File: config.mk
export PLATFORM = sky130hd
export DESIGN_NAME = mbx_bridge
export DESIGN_NICKNAME = d
export VERILOG_FILES = /design/src/rtl/mbx_pkg.sv /design/src/rtl/mbx_regs.sv /design/src/rtl/mbx_seq.sv /design/src/rtl/mbx_bridge.sv
export SDC_FILE = /design/constraint.sdc
export NUM_CORES = 1
export LEC_CHECK = 0
export ABC_AREA = 1
export ABC_CLOCK_PERIOD_IN_PS = 1900
export BUFFER_PORTS_ARGS = -buffer_cell sky130_fd_sc_hd__buf_2
export CAP_MARGIN = 5
export CORE_MARGIN = 4
export CORE_UTILIZATION = 54
export DETAILED_ROUTE_END_ITERATION = 16
export PLACE_DENSITY = 0.85
export SLEW_MARGIN = 5
export SYNTH_ARGS = -nofsm -noshare
export SYNTH_HDL_FRONTEND = slang
export SYNTH_SLANG_ARGS = --single-unit
File: constraint.sdc
create_clock -name clk -period 1.9 [get_ports clk]
set_input_delay 0.095 -clock clk [delete_from_list [all_inputs] [get_ports clk]]
set_output_delay 0.095 -clock clk [all_outputs]
set_load 0.01 [all_outputs]
File: src/rtl/mbx_pkg.sv
`timescale 1ns/1ps
package mbx_pkg;
  typedef enum logic [1:0] {
    SEQ_IDLE  = 2'd0,
    SEQ_ISSUE = 2'd1,
    SEQ_WAIT  = 2'd2
  } seq_state_e;

  localparam int unsigned DEF_OFF_DATA = 5;
  localparam int unsigned DEF_OFF_ALO  = 6;
  localparam int unsigned DEF_OFF_CMD  = 7;
endpackage

File: src/rtl/mbx_regs.sv
`timescale 1ns/1ps
// Management-side register file: decode, command acceptance, result hold.
module mbx_regs #(
  parameter int unsigned REG_AW   = 5,
  parameter int unsigned DATA_W   = 16,
  parameter int unsigned HI_W     = 8,
  parameter int unsigned OFF_DATA = mbx_pkg::DEF_OFF_DATA,
  parameter int unsigned OFF_ALO  = mbx_pkg::DEF_OFF_ALO,
  parameter int unsigned OFF_CMD  = mbx_pkg::DEF_OFF_CMD,
  localparam int unsigned IAW     = HI_W + DATA_W
) (
  input  logic              clk,
  input  logic              rst_n,
  input  logic              wr_en,
  input  logic [REG_AW-1:0] addr,
  input  logic [DATA_W-1:0] wdata,
  output logic [DATA_W-1:0] rdata,
  input  logic              seq_busy,
  input  logic              seq_done,
  input  logic [DATA_W-1:0] seq_data,
  output logic              start,
  output logic [IAW-1:0]    start_addr,
  output logic              ready_o,
  output logic [DATA_W-1:0] data_o
);
  localparam int unsigned RDY_BIT = DATA_W - 1;
  localparam int unsigned OPC_LSB = HI_W;
  localparam int unsigned OPC_MSB = DATA_W - 2;
  localparam logic [REG_AW-1:0] A_DATA = REG_AW'(OFF_DATA);
  localparam logic [REG_AW-1:0] A_ALO  = REG_AW'(OFF_ALO);
  localparam logic [REG_AW-1:0] A_CMD  = REG_AW'(OFF_CMD);

  logic [DATA_W-1:0] alo_q;
  logic [DATA_W-1:0] data_q;
  logic [HI_W-1:0]   ahi_q;
  logic              rdy_q;
  logic              cmd_hit;
  logic              alo_hit;
  logic              opc_read;
  logic [DATA_W-1:0] cmd_view;

  assign cmd_hit    = wr_en && (addr == A_CMD);
  assign alo_hit    = wr_en && (addr == A_ALO);
  assign opc_read   = (wdata[OPC_MSB:OPC_LSB] == '0);
  assign start      = cmd_hit && opc_read && !seq_busy;
  assign start_addr = {wdata[HI_W-1:0], alo_q};

  always_ff @(posedge clk) begin
    if (!rst_n) begin
      alo_q  <= '0;
      ahi_q  <= '0;
      data_q <= '0;
      rdy_q  <= 1'b0;
    end else begin
      if (alo_hit) alo_q <= wdata;
      if (start) begin
        ahi_q <= wdata[HI_W-1:0];
        rdy_q <= 1'b0;
      end
      if (seq_done) begin
        data_q <= seq_data;
        rdy_q  <= 1'b1;
      end
    end
  end

  always_comb begin
    cmd_view              = '0;
    cmd_view[HI_W-1:0]    = ahi_q;
    cmd_view[RDY_BIT]     = rdy_q;
  end

  always_comb begin
    unique case (addr)
      A_DATA:  rdata = data_q;
      A_ALO:   rdata = alo_q;
      A_CMD:   rdata = cmd_view;
      default: rdata = '0;
    endcase
  end

  assign ready_o = rdy_q;
  assign data_o  = data_q;
endmodule

File: src/rtl/mbx_seq.sv
`timescale 1ns/1ps
// Internal-bus sequencer: one request handshake, then wait for the response.
module mbx_seq #(
  parameter int unsigned IAW    = 24,
  parameter int unsigned DATA_W = 16
) (
  input  logic              clk,
  input  logic              rst_n,
  input  logic              start,
  input  logic [IAW-1:0]    start_addr,
  output logic              req_valid,
  input  logic              req_ready,
  output logic [IAW-1:0]    req_addr,
  input  logic              rsp_valid,
  input  logic [DATA_W-1:0] rsp_data,
  output logic              busy,
  output logic              done,
  output logic [DATA_W-1:0] done_data
);
  import mbx_pkg::*;

  seq_state_e     state_q, state_d;
  logic [IAW-1:0] addr_q;

  always_comb begin
    state_d = state_q;
    unique case (state_q)
      SEQ_IDLE:  if (start)     state_d = SEQ_ISSUE;
      SEQ_ISSUE: if (req_ready) state_d = SEQ_WAIT;
      SEQ_WAIT:  if (rsp_valid) state_d = SEQ_IDLE;
      default:                  state_d = SEQ_IDLE;
    endcase
  end

  always_ff @(posedge clk) begin
    if (!rst_n) begin
      state_q <= SEQ_IDLE;
      addr_q  <= '0;
    end else begin
      state_q <= state_d;
      if (state_q == SEQ_IDLE && start) addr_q <= start_addr;
    end
  end

  assign req_valid = (state_q == SEQ_ISSUE);
  assign req_addr  = addr_q;
  assign busy      = (state_q != SEQ_IDLE);
  assign done      = (state_q == SEQ_WAIT) && rsp_valid;
  assign done_data = rsp_data;
endmodule

File: src/rtl/mbx_bridge.sv
`timescale 1ns/1ps
module mbx_bridge #(
  parameter int unsigned REG_AW   = 5,
  parameter int unsigned DATA_W   = 16,
  parameter int unsigned HI_W     = 8,
  parameter int unsigned OFF_DATA = mbx_pkg::DEF_OFF_DATA,
  parameter int unsigned OFF_ALO  = mbx_pkg::DEF_OFF_ALO,
  parameter int unsigned OFF_CMD  = mbx_pkg::DEF_OFF_CMD,
  localparam int unsigned IAW     = HI_W + DATA_W
) (
  input  logic              clk,
  input  logic              rst_n,
  input  logic              reg_wr_en,
  input  logic [REG_AW-1:0] reg_addr,
  input  logic [DATA_W-1:0] reg_wdata,
  output logic [DATA_W-1:0] reg_rdata,
  output logic              ibus_req_valid,
  input  logic              ibus_req_ready,
  output logic [IAW-1:0]    ibus_req_addr,
  input  logic              ibus_rsp_valid,
  input  logic [DATA_W-1:0] ibus_rsp_data
);
  logic              start_w;
  logic [IAW-1:0]    start_addr_w;
  logic              busy_w;
  logic              done_w;
  logic [DATA_W-1:0] done_data_w;
  logic              ready_w;
  logic [DATA_W-1:0] data_w;

  mbx_regs #(
    .REG_AW(REG_AW), .DATA_W(DATA_W), .HI_W(HI_W),
    .OFF_DATA(OFF_DATA), .OFF_ALO(OFF_ALO), .OFF_CMD(OFF_CMD)
  ) u_regs (
    .clk       (clk),
    .rst_n     (rst_n),
    .wr_en     (reg_wr_en),
    .addr      (reg_addr),
    .wdata     (reg_wdata),
    .rdata     (reg_rdata),
    .seq_busy  (busy_w),
    .seq_done  (done_w),
    .seq_data  (done_data_w),
    .start     (start_w),
    .start_addr(start_addr_w),
    .ready_o   (ready_w),
    .data_o    (data_w)
  );

  mbx_seq #(.IAW(IAW), .DATA_W(DATA_W)) u_seq (
    .clk       (clk),
    .rst_n     (rst_n),
    .start     (start_w),
    .start_addr(start_addr_w),
    .req_valid (ibus_req_valid),
    .req_ready (ibus_req_ready),
    .req_addr  (ibus_req_addr),
    .rsp_valid (ibus_rsp_valid),
    .rsp_data  (ibus_rsp_data),
    .busy      (busy_w),
    .done      (done_w),
    .done_data (done_data_w)
  );
endmodule

Yosys cells after proc, flatten, opt, wreduce, memory -nomap -nowiden
Cells that the tools add are included.
Cells by class
  eq/ne operators: 8
  multiplexer cells: 7
  reduce and logical (&&, ||, !) cells: 12
Operators with widths (count)
  case mux 16 bit (3 select lines): 1
  equality test 5 x 3 -> 1 bit (second input constant): 3
  zero test 7 bit: 1
  logical AND 1 bit: 6
  two-way mux 2 bit: 3
  case mux 2 bit (3 select lines): 1
  != test 2 x 1 -> 1 bit (second input constant): 2
  nonzero test 2 bit: 2
  AND reduction 3 bit: 1
  equality test 2 x 1 -> 1 bit (second input constant): 1
  equality test 2 bit (second input constant): 1
  zero test 2 bit: 1
  two-way mux 1 bit: 2
  != test 2 bit (second input constant): 1
  zero test 1 bit: 1
Storage, ports and cells
  flip-flop bits (word level): 67
  input port bits: 42
  output and inout port bits: 41
  logic and storage cells: 33

Logic depth before layout (Yosys ltp)
Gate-level depths: netlist (run 1).
  depth in word-level cells: 6
  mapped depth: 8
  gate-level depth less buffers: 7

Hierarchy
From an unflattened synthesis (run 1), not the netlist that was laid out.
Second synthesis, totals
  cells, all modules: 468
  area total of the unflattened synthesis: 3221.8 um^2
By module, submodules not included
  mbx_regs: instances 1, cells an instance 278, area an instance 1874.3 um^2, seq. area each 820.8 um^2
  mbx_seq: instances 1, cells an instance 190, area an instance 1347.5 um^2, seq. area each 520.5 um^2

Worst setup path after synthesis (run 1)
No wires, ideal clock.
  path kind: register to register
  start: register u_seq.state_q[1]
  end: register u_seq.addr_q[14], in the netlist u_seq.req_addr[14]
  setup time: 0.113 ns
  arrival time: 0.955 ns
  required time: 1.787 ns
  setup slack: 0.832 ns
  stages on the path, launching flop included: 7
  buffers on the path: 1
  period minus slack after synthesis: 1.068 ns
  cells stage by stage: dfxtp_1 > nor2_1 > and2_1 > nand3_4 > buf_2 > nor2_1 > nor2_1
Between the ends
  longest elaborated chain between the ends: 4
  elaborated cells on any way between the ends: 5
  classes of those cells: 5 x reduce/logical
RTL lines
  start: declaration: line mbx_seq.sv:22  | seq_state_e state_q, state_d;
  start signal: assignment: line mbx_seq.sv:40  | state_q <= state_d;
  nonzero test 2 bit: line mbx_seq.sv:47  | assign busy = (state_q != SEQ_IDLE);
  zero test 1 bit: line mbx_regs.sv:45  | assign start = cmd_hit && opc_read && !seq_busy;
  logical AND 1 bit: line mbx_regs.sv:45
  logical AND 1 bit (*): line mbx_seq.sv:41  | if (state_q == SEQ_IDLE && start) addr_q <= start_addr;
  end signal: assignment: line mbx_seq.sv:41
  end: declaration: line mbx_seq.sv:23  | logic [IAW-1:0] addr_q;
Every way passes the cells marked *; elsewhere a longest branch is shown, timed or not.
A chain may end at the register's enable or synchronous reset.

Final worst setup path (run 1)
  start: register u_seq.state_q[1]
  end: register u_seq.addr_q[3], in the netlist u_seq.req_addr[3]
The elaborated chain is that of the path after synthesis.

==> impl_metrics.env, run 1 <==
export IMPL_worst_ir_drop_vdd_mv=0.391
export IMPL_path_buf_inv=0
export IMPL_fp_dieW_um=77.8
export IMPL_yosysUniqueCellTypes=21
export IMPL_crit_type="reg -> reg"
export IMPL_cts_clk_slew_worst_paths_ns=0.06
export IMPL_routed_via_density=4.67
export IMPL_synth_top_area_cell="dfxtp_1"
export IMPL_totalWireLength_um=6380
export IMPL_dpl_hpwl_um=4690
export IMPL_path_max_fanout=50
export IMPL_tightest_slew_ns=0.603
export IMPL_final_cell_area_um2=3250
export IMPL_postSynthAreaPerCell_um2=6.71
export IMPL_diodes=0
export IMPL_dieArea_um2=6050
export IMPL_internal_power_uw=1880
export IMPL_routabilityCongestion=0.828
export IMPL_fin_crit_ns=1.54
export IMPL_drc=0
export IMPL_std_cell_rows=25
export IMPL_synth_area_um2=2630
export IMPL_slowest_stage="nand3_4"
export IMPL_cts_root_buf="clkbuf_8"
export IMPL_endpoint_kind="flip-flop"
export IMPL_fp_dieH_um=77.8
export IMPL_cp_arrival_ns=1.75
export IMPL_cp_required_ns=2.11
export IMPL_p_seq_share_pct=51.6
export IMPL_htree_levels=3
export IMPL_antenna_left=0
export IMPL_cap_violations=0
export IMPL_p_comb_share_pct=4.8
export IMPL_finalMaxSlewViolations=0
export IMPL_drive_gt1_share_pct=22.4
export IMPL_setup_viol=0
export IMPL_synthTopCellsByArea="dfxtp_1, nand2_1, nor2_1"
export IMPL_cp_slowest_stage_delay_ns=0.42
export IMPL_status="finished clean"
export IMPL_ys_warn_count=0
export IMPL_grt_ovfl_total=0
export IMPL_drt_iter0_drc=244
export IMPL_cts_sinks=59
export IMPL_post_route_util_pct=68.9
export IMPL_clock_latency_ns=0.32
export IMPL_synth_top_area_share_pct=44.9
export IMPL_grt_pass1_vias=2359
export IMPL_cp_start_kind="flip-flop"
export IMPL_finalHoldViolations=0
export IMPL_grt_start_max_net_pins=51
export IMPL_powerDensity_nw_per_um2=741
export IMPL_finalCritPeriodShare_pct=80.8
export IMPL_fmax_mhz=651
export IMPL_gr_usage_all_layers_pct=21.7
export IMPL_numCtsBuffers=9
export IMPL_initial_core_util_pct=55.7
export IMPL_setup_tns_ns=0
export IMPL_p_leak_uw=0.00177
export IMPL_antenna_found_initial=0
export IMPL_area_growth_pct=23.6
export IMPL_ys_seq_area_share_pct=44.9
export IMPL_detail_route_wl_per_cell_um=11.7
export IMPL_ys_ff_latch=59
export IMPL_hold_slack_ns=0.00751
export IMPL_nets=516
export IMPL_p_clk_share_pct=43.6
export IMPL_sw_frac_of_total_pct=21.9
export IMPL_io_pin_count=83
export IMPL_synth_cells=392
export IMPL_path_cells="nor2_1 -> and2_1 -> nand3_4 -> nor2_1 -> nor2_1"
export IMPL_vias=2544
export IMPL_switchingPower_uw=527
export IMPL_cts_tree="built"
export IMPL_grt_pass1_wl_um=10500
export IMPL_dr_pass1_iters=6
export IMPL_dpl_cell_area_um2=3070
export IMPL_slew_headroom_pct=59.8
export IMPL_clock_skew_final_ns=0.00582
export IMPL_clock_path_buffers=2
export IMPL_hold_class="in -> reg"
export IMPL_rsz0062_at_grt="false"
export IMPL_core_um2=4720
export IMPL_port_buffer_count=82
export IMPL_nFillCells=413
export IMPL_cp_top_family="simple AND/OR/NAND/NOR gates"
export IMPL_mappedNetlistNets=434
export IMPL_cp_common_cell="nor2_1"
cell families (layout without fill, tap and decap cells):
logic type	Yosys count	in the layout	share of synthesized area [%]
AO/OA/AOI/OAI	53	53	11.3
buffers and inverters	84	170	13.3
flip-flops	59	59	44.9
AND/OR/NAND/NOR	196	196	30.5
path summary, 6_finish.rpt:
path	slack, ns	from	depth (start not counted)	end
worst max-delay path	0.36	u_seq.state_q[1]	5	u_seq.req_addr[3]
worst max register to register	0.36	u_seq.state_q[1]	5	u_seq.req_addr[3]
worst min-delay path	0.008	reg_wdata[6]	3	u_seq.req_addr[22]
worst min register to register	0.45	u_regs.data_o[15]	2	u_regs.data_o[15]
worst reg2reg max path, stage by stage, from the launching register on:
cell and delay (ns):
dfxtp_1 0.33, nor2_1 0.13, and2_1 0.18, nand3_4 0.42, nor2_1 0.30, nor2_1 0.07
cells in the mapped netlist (all sizes together):
cell and n:
clkbuf 5, a21oi 20, buf 13, nand4 1, o21ai 17, nor3 1
nand2 102, dfxtp 59, nand3b 1, inv 66, nand3 4, o22ai 7
nor2 86, and2 1, o211ai 9
layout make-up:
| cell class | instances | area, um^2 | area share (%) |
|---|---|---|---|
| clock inverters | 3 | 40.0 | 1.23 |
| flip-flops and latches | 59 | 1180 | 36.3 |
| inverters | 66 | 248 | 7.62 |
| repair buffers | 89 | 465 | 14.3 |
| clock buffers | 12 | 135 | 4.15 |
| multi-input cells | 249 | 1100 | 33.8 |
| well taps | 67 | 83.8 | 2.58 |
through the flow:
stage / setup slack (ns) / instances / power [uW]
after floorplan: 0.832 / 392 / 1320
after global placement: 0.460 / 529 / 1380
after detailed placement: 0.370 / 529 / 1380
after CTS: 0.377 / 545 / 2410
after global routing: 0.242 / 545 / 2480
final: 0.364 / 545 / 2410
registers in the layout (all words and copies together) (netlist names):
name,count
u_seq.req_addr,24
u_regs.ready_o,1
u_regs.data_o,16
u_seq.state_q,2
u_regs.alo_q,16
layout by cell type, fill, tap and decap left out, types with 3 or more instances in the layout:
cell type / n
a21oi_1: 20
buf_2: 82
buf_4: 6
clkbuf_1: 3
clkbuf_8: 9
dfxtp_1: 59
inv_1: 65
nand2_1: 101
nor2_1: 85
o211ai_1: 9
o21ai_0: 17
o22ai_1: 7
power by group through the flow:
| stage | sequential [uW] | clock [uW] | combinational [uW] |
|---|---|---|---|
| floorplan | 1270 | 0 | 51.8 |
| global placement | 1270 | 0 | 111 |
| detailed placement | 1270 | 0 | 114 |
| CTS | 1240 | 1050 | 116 |
| global route | 1240 | 1110 | 129 |
| finish | 1240 | 1050 | 116 |
timing repair:
item / 4_1_cts / 5_1_grt
hold buffers: 1 / 0
resized for setup: 0 / 0
setup buffers: 0 / 0
endpoints found under the hold margin: 1 / 0
routing by layer:
metal	vias up	part of all wire [%]	track usage, %
li1	1343	-	-
met1	1106	43	26.9
met2	83	49	36.5
met3	12	6.8	4.06
met4	0	1.6	9.61
met5	-	0	0
No activity file was read; power rests on OpenSTA's default activity.
==> inputs of run 2 (changes only) <==
--- a/config.mk
+++ b/config.mk
@@ -6,13 +6,13 @@
 export NUM_CORES = 1
 export LEC_CHECK = 0
 export ABC_AREA = 1
-export ABC_CLOCK_PERIOD_IN_PS = 1900
+export ABC_CLOCK_PERIOD_IN_PS = 1500
 export BUFFER_PORTS_ARGS = -buffer_cell sky130_fd_sc_hd__buf_2
 export CAP_MARGIN = 5
 export CORE_MARGIN = 4
-export CORE_UTILIZATION = 54
+export CORE_UTILIZATION = 50
 export DETAILED_ROUTE_END_ITERATION = 16
-export PLACE_DENSITY = 0.85
+export PLACE_DENSITY = 0.8
 export SLEW_MARGIN = 5
 export SYNTH_ARGS = -nofsm -noshare
 export SYNTH_HDL_FRONTEND = slang
==> constraint.sdc (replaced) <==
create_clock -name clk -period 1.5 [get_ports clk]
set_input_delay 0.075 -clock clk [delete_from_list [all_inputs] [get_ports clk]]
set_output_delay 0.075 -clock clk [all_outputs]
set_load 0.01 [all_outputs]
==> impl_metrics.env, run 2 (synthesis results as in run 1) <==
export IMPL_setup_viol=0
export IMPL_setup_tns_ns=0
export IMPL_routabilityCongestion=0.841
export IMPL_fmax_mhz=749
export IMPL_grt_pass1_wl_um=10900
export IMPL_slew_headroom_pct=61.5
export IMPL_cts_sinks=59
export IMPL_finalCritPeriodShare_pct=89.0
export IMPL_path_max_fanout=25
export IMPL_totalWireLength_um=6650
export IMPL_finalHoldViolations=0
export IMPL_cp_arrival_ns=1.60
export IMPL_clock_skew_final_ns=0.00475
export IMPL_p_leak_uw=0.00185
export IMPL_cp_common_cell="nand2_1"
export IMPL_gr_usage_all_layers_pct=22.0
export IMPL_detail_route_wl_per_cell_um=11.8
export IMPL_tightest_slew_ns=0.578
export IMPL_std_cell_rows=26
export IMPL_cap_violations=0
export IMPL_cts_setup_buffers=0
export IMPL_finalMaxSlewViolations=0
export IMPL_cp_start_kind="input port"
export IMPL_diodes=0
export IMPL_dpl_cell_area_um2=3110
export IMPL_critPathLaunch="reg_wdata[8]"
export IMPL_rsz0062_at_grt="false"
export IMPL_cp_required_ns=1.76
export IMPL_dieArea_um2=6490
export IMPL_cts_tree="built"
export IMPL_cts_root_buf="clkbuf_8"
export IMPL_drt_iter0_drc=112
export IMPL_vias=2593
export IMPL_cts_clk_slew_worst_paths_ns=0.06
export IMPL_min_from="reg_wdata[12]"
export IMPL_core_um2=5110
export IMPL_crit_type="in -> reg"
export IMPL_clock_latency_ns=0.33
export IMPL_initial_core_util_pct=51.5
export IMPL_routed_via_density=4.60
export IMPL_rrSetupSlack_ns=0.21
export IMPL_powerDensity_nw_per_um2=892
export IMPL_slowest_stage="dlygate4sd3_1"
export IMPL_layout_commonest_cell="nand2_1"
export IMPL_fin_crit_ns=1.33
export IMPL_grt_pass1_vias=2477
export IMPL_io_pin_count=83
export IMPL_path_cells="dlygate4sd3_1 -> buf_2 -> nor2_1 -> nand2_1 -> nor2_2 -> nand3_4 -> buf_4 -> nand2_1 -> nand2_1 -> nor2_1"
export IMPL_endpoint_kind="flip-flop"
export IMPL_drc=0
export IMPL_fp_dieW_um=80.5
export IMPL_dr_pass1_iters=4
export IMPL_clock_path_buffers=2
export IMPL_largest_reg_flops=24
export IMPL_htree_levels=3
export IMPL_antenna_found_initial=0
export IMPL_dpl_hpwl_um=4620
export IMPL_antenna_left=0
export IMPL_grt_start_max_net_pins=37
export IMPL_crit_reg2reg_launch="u_seq.state_q[1]"
export IMPL_cp_slowest_stage_delay_ns=0.54
export IMPL_numCtsBuffers=9
export IMPL_port_buffer_count=82
export IMPL_hold_class="in -> reg"
export IMPL_status="finished clean"
export IMPL_final_cell_mix="nand2_1, nor2_1, buf_2"
export IMPL_area_growth_pct=30.3
export IMPL_worst_ir_drop_vdd_mv=0.746
export IMPL_drive_gt1_share_pct=22.9
export IMPL_final_cell_area_um2=3430
export IMPL_grt_ovfl_total=0
export IMPL_nets=532
export IMPL_fp_dieH_um=80.5
==> run 2: metal layers <==
layer | wire length [um] | up-vias | global-route usage, %
li1 | - | 1376 | -
met1 | 2970 | 1123 | 26.9
met2 | 3190 | 84 | 36.0
met3 | 369 | 10 | 4.37
met4 | 122 | 0 | 12.2
met5 | 0 | - | 0
==> run 2: repair_timing <==
action                                  CTS  global route
endpoints found under the setup margin    0             2
gates resized for setup                   0             1
hold buffers                             14             0
hold endpoints to repair                 20             0
==> run 2: cell type report <==
| class | instances | area [um^2] |
|---|---|---|
| Timing Repair Buffer | 105 | 631 |
| Clock inverter | 2 | 10.0 |
| Tap cell | 70 | 87.6 |
| Inverter | 66 | 248 |
| Fill cell | 468 | 1680 |
| Sequential cell | 59 | 1180 |
| Clock buffer | 13 | 169 |
| Multi-Input combinational cell | 249 | 1100 |
==> run 2: worst paths after layout <==
path | endpoint | cells after the start
worst min-delay path | u_regs.alo_q[12] | 3
worst max-delay path | u_seq.req_addr[22] | 10
worst max register to register | u_seq.req_addr[22] | 7
worst min register to register | u_regs.data_o[1] | 2
==> run 2: where the power goes <==
part	switching (uW)	leakage (uW)	internal (uW)
registers	3.05	0.000475	1570
clock network	586	0.0000953	721
logic	90.3	0.00128	85.5
total	679	0.00185	2380
==> run 2: stage by stage <==
step / hold WS (ns) / total power (uW) / instances / utilization, % / setup WS [ns]
global placement: 0.299 / 1750 / 535 / 60.8 / 0.255
CTS: 0.00818 / 3080 / 564 / 67.1 / 0.103
floorplan: 0.210 / 1680 / 392 / - / 0.432
global route: 0.0161 / 3160 / 564 / 67.1 / 0.0611
finish: 0.00971 / 3060 / 564 / 67.1 / 0.165
detailed placement: 0.310 / 1760 / 535 / 60.8 / 0.212
==> run 2: critical path: cells and delay by family <==
| kind | cells | cell delay [ns] |
|---|---|---|
| and+or+nand+nor | 7 | 0.61 |
| buffers and inverters | 3 | 0.89 |
==> inputs of run 3 (changes only) <==
--- a/config.mk
+++ b/config.mk
@@ -9,6 +9,7 @@
 export ABC_CLOCK_PERIOD_IN_PS = 1500
 export BUFFER_PORTS_ARGS = -buffer_cell sky130_fd_sc_hd__buf_2
 export CAP_MARGIN = 5
+export CORE_ASPECT_RATIO = 1.25
 export CORE_MARGIN = 4
 export CORE_UTILIZATION = 50
 export DETAILED_ROUTE_END_ITERATION = 16
==> impl_metrics.env, run 3 (synthesis results as in run 1) <==
export IMPL_grt_ovfl_total=0
export IMPL_endpoint_kind="flip-flop"
export IMPL_area_growth_pct=32.3
export IMPL_path_depth=10
export IMPL_path_cells="dlygate4sd3_1 -> buf_2 -> nor2_1 -> nand2_1 -> nor2_2 -> nand3_4 -> buf_4 -> nand2_1 -> nand2_1 -> nor2_1"
export IMPL_cts_setup_buffers=0
export IMPL_p_leak_uw=0.00187
export IMPL_diodes=0
export IMPL_totalWireLength_um=6610
export IMPL_detail_route_wl_per_cell_um=11.9
export IMPL_min_from="ibus_rsp_data[8]"
export IMPL_cp_slowest_stage_delay_ns=0.54
export IMPL_clock_skew_final_ns=0.00650
export IMPL_crit_reg2reg_launch="u_seq.state_q[1]"
export IMPL_fmax_mhz=749
export IMPL_antenna_left=0
export IMPL_tightest_slew_ns=0.228
export IMPL_vias=2630
export IMPL_crit_type="in -> reg"
export IMPL_slew_headroom_pct=84.8
export IMPL_cap_violations=0
export IMPL_dieArea_um2=6490
export IMPL_core_um2=5080
export IMPL_hold_path_depth=3
export IMPL_drive_gt1_share_pct=23.1
export IMPL_rsz0062_at_grt="false"
export IMPL_nets=531
export IMPL_holdPathEnd="u_regs.data_o[8]"
export IMPL_multi_input_area_um2=1100
export IMPL_path_buf_inv=3
export IMPL_cp_start_kind="input port"
export IMPL_cts_root_buf="clkbuf_8"
export IMPL_htree_levels=3
export IMPL_seqCellArea_um2=1180
export IMPL_final_cell_area_um2=3480
export IMPL_layout_commonest_cell="nand2_1"
export IMPL_routed_via_density=4.73
export IMPL_finalMaxSlewViolations=0
export IMPL_fp_dieW_um=72.9
export IMPL_antenna_found_initial=0
export IMPL_largest_reg_flops=24
export IMPL_setup_tns_ns=0
export IMPL_dr_pass1_iters=4
export IMPL_cp_common_cell="nand2_1"
export IMPL_cts_sinks=59
export IMPL_path_max_fanout=19
export IMPL_finalHoldViolations=0
export IMPL_initial_core_util_pct=51.8
export IMPL_rrSetupSlack_ns=0.26
export IMPL_io_pin_count=83
export IMPL_finalCritPeriodShare_pct=89.0
export IMPL_final_cell_mix="nand2_1, nor2_1, buf_2"
export IMPL_clock_latency_ns=0.34
export IMPL_r2r_end="u_seq.req_addr[19]"
export IMPL_cp_arrival_ns=1.61
export IMPL_status="finished clean"
export IMPL_port_buffer_count=82
export IMPL_drt_iter0_drc=198
export IMPL_gr_usage_all_layers_pct=20.9
export IMPL_std_cell_rows=29
export IMPL_numCtsBuffers=9
export IMPL_powerDensity_nw_per_um2=940
export IMPL_cts_tree="built"
export IMPL_routabilityCongestion=0.837
export IMPL_fp_dieH_um=89.1
export IMPL_reg2regPathDepth=7
export IMPL_dpl_cell_area_um2=3130
export IMPL_cp_top_family="buffers and inverters"
export IMPL_cts_clk_slew_worst_paths_ns=0.06
export IMPL_fin_crit_ns=1.34
export IMPL_dpl_hpwl_um=4500
export IMPL_worst_ir_drop_vdd_mv=0.657
export IMPL_grt_pass1_wl_um=10400
export IMPL_grt_start_max_net_pins=58
export IMPL_drc=0
export IMPL_setup_viol=0
export IMPL_slowest_stage="dlygate4sd3_1"
export IMPL_power_uw=3270
export IMPL_nFillCells=447
export IMPL_critPathLaunch="reg_wdata[10]"
export IMPL_grt_pass1_vias=2318
export IMPL_clock_path_buffers=2
export IMPL_cp_required_ns=1.77
export IMPL_hold_class="in -> reg"
==> run 3: cell types whose count changed in the layout (fill, tap and decap cells not counted), sizes merged <==
cell      change
buf           -1
bufinv        +1
clkbuf        -1
clkinvlp      +1
==> run 3: cell type report <==
type                            count  area share (%)
Clock inverter                      4            1.37
Multi-Input combinational cell    249            31.7
Sequential cell                    59            33.9
Tap cell                           62            2.23
Clock buffer                       12            4.74
Timing Repair Buffer              104            19.0
Inverter                           66            7.11
==> run 3: through the flow <==
stage               hold slack, ns  util [%]  worst slack (ns)  cells
detailed placement           0.313      61.6             0.238    526
finish                     0.00667      68.5             0.165    556
floorplan                    0.210         -             0.432    392
global route                0.0184      68.5            0.0110    556
CTS                       0.000976      68.5             0.163    556
global placement             0.303      61.6             0.259    526
==> run 3: power by group <==
group / switching, uW / internal, uW
Sequential: 3.05 / 1570
Combinational: 92.1 / 87.1
Clock: 624 / 897
Total: 719 / 2560
==> run 3: worst max-delay path by stage <==
stage	end
floorplan	u_seq.req_addr[14]
global placement	reg_rdata[1]
detailed placement	reg_rdata[2]
CTS	u_seq.req_addr[5]
global route	u_seq.req_addr[19]
finish	u_seq.req_addr[19]
==> run 3: tightest hold or removal path, cell delays in order <==
cell and delay [ns]:
buf_2 0.07, o21ai_0 0.07, a21oi_1 0.10
==> run 3: routing by layer <==
metal / part of all wire (%) / track usage, % / vias to the layer above / wire length [um]
met2: 49 / 33.6 / 86 / 3220
met4: 3.0 / 14.6 / 0 / 199
met1: 42 / 25.5 / 1153 / 2770
met5: 0 / 0 / - / 0
met3: 6.4 / 3.26 / 16 / 420
li1: - / - / 1375 / -
==> run 3: repair_timing <==
item                       4_1_cts  5_1_grt
setup endpoints to repair        0        1
hold buffers                    14        0
hold endpoints to repair        22        0
gates resized for setup          0        1
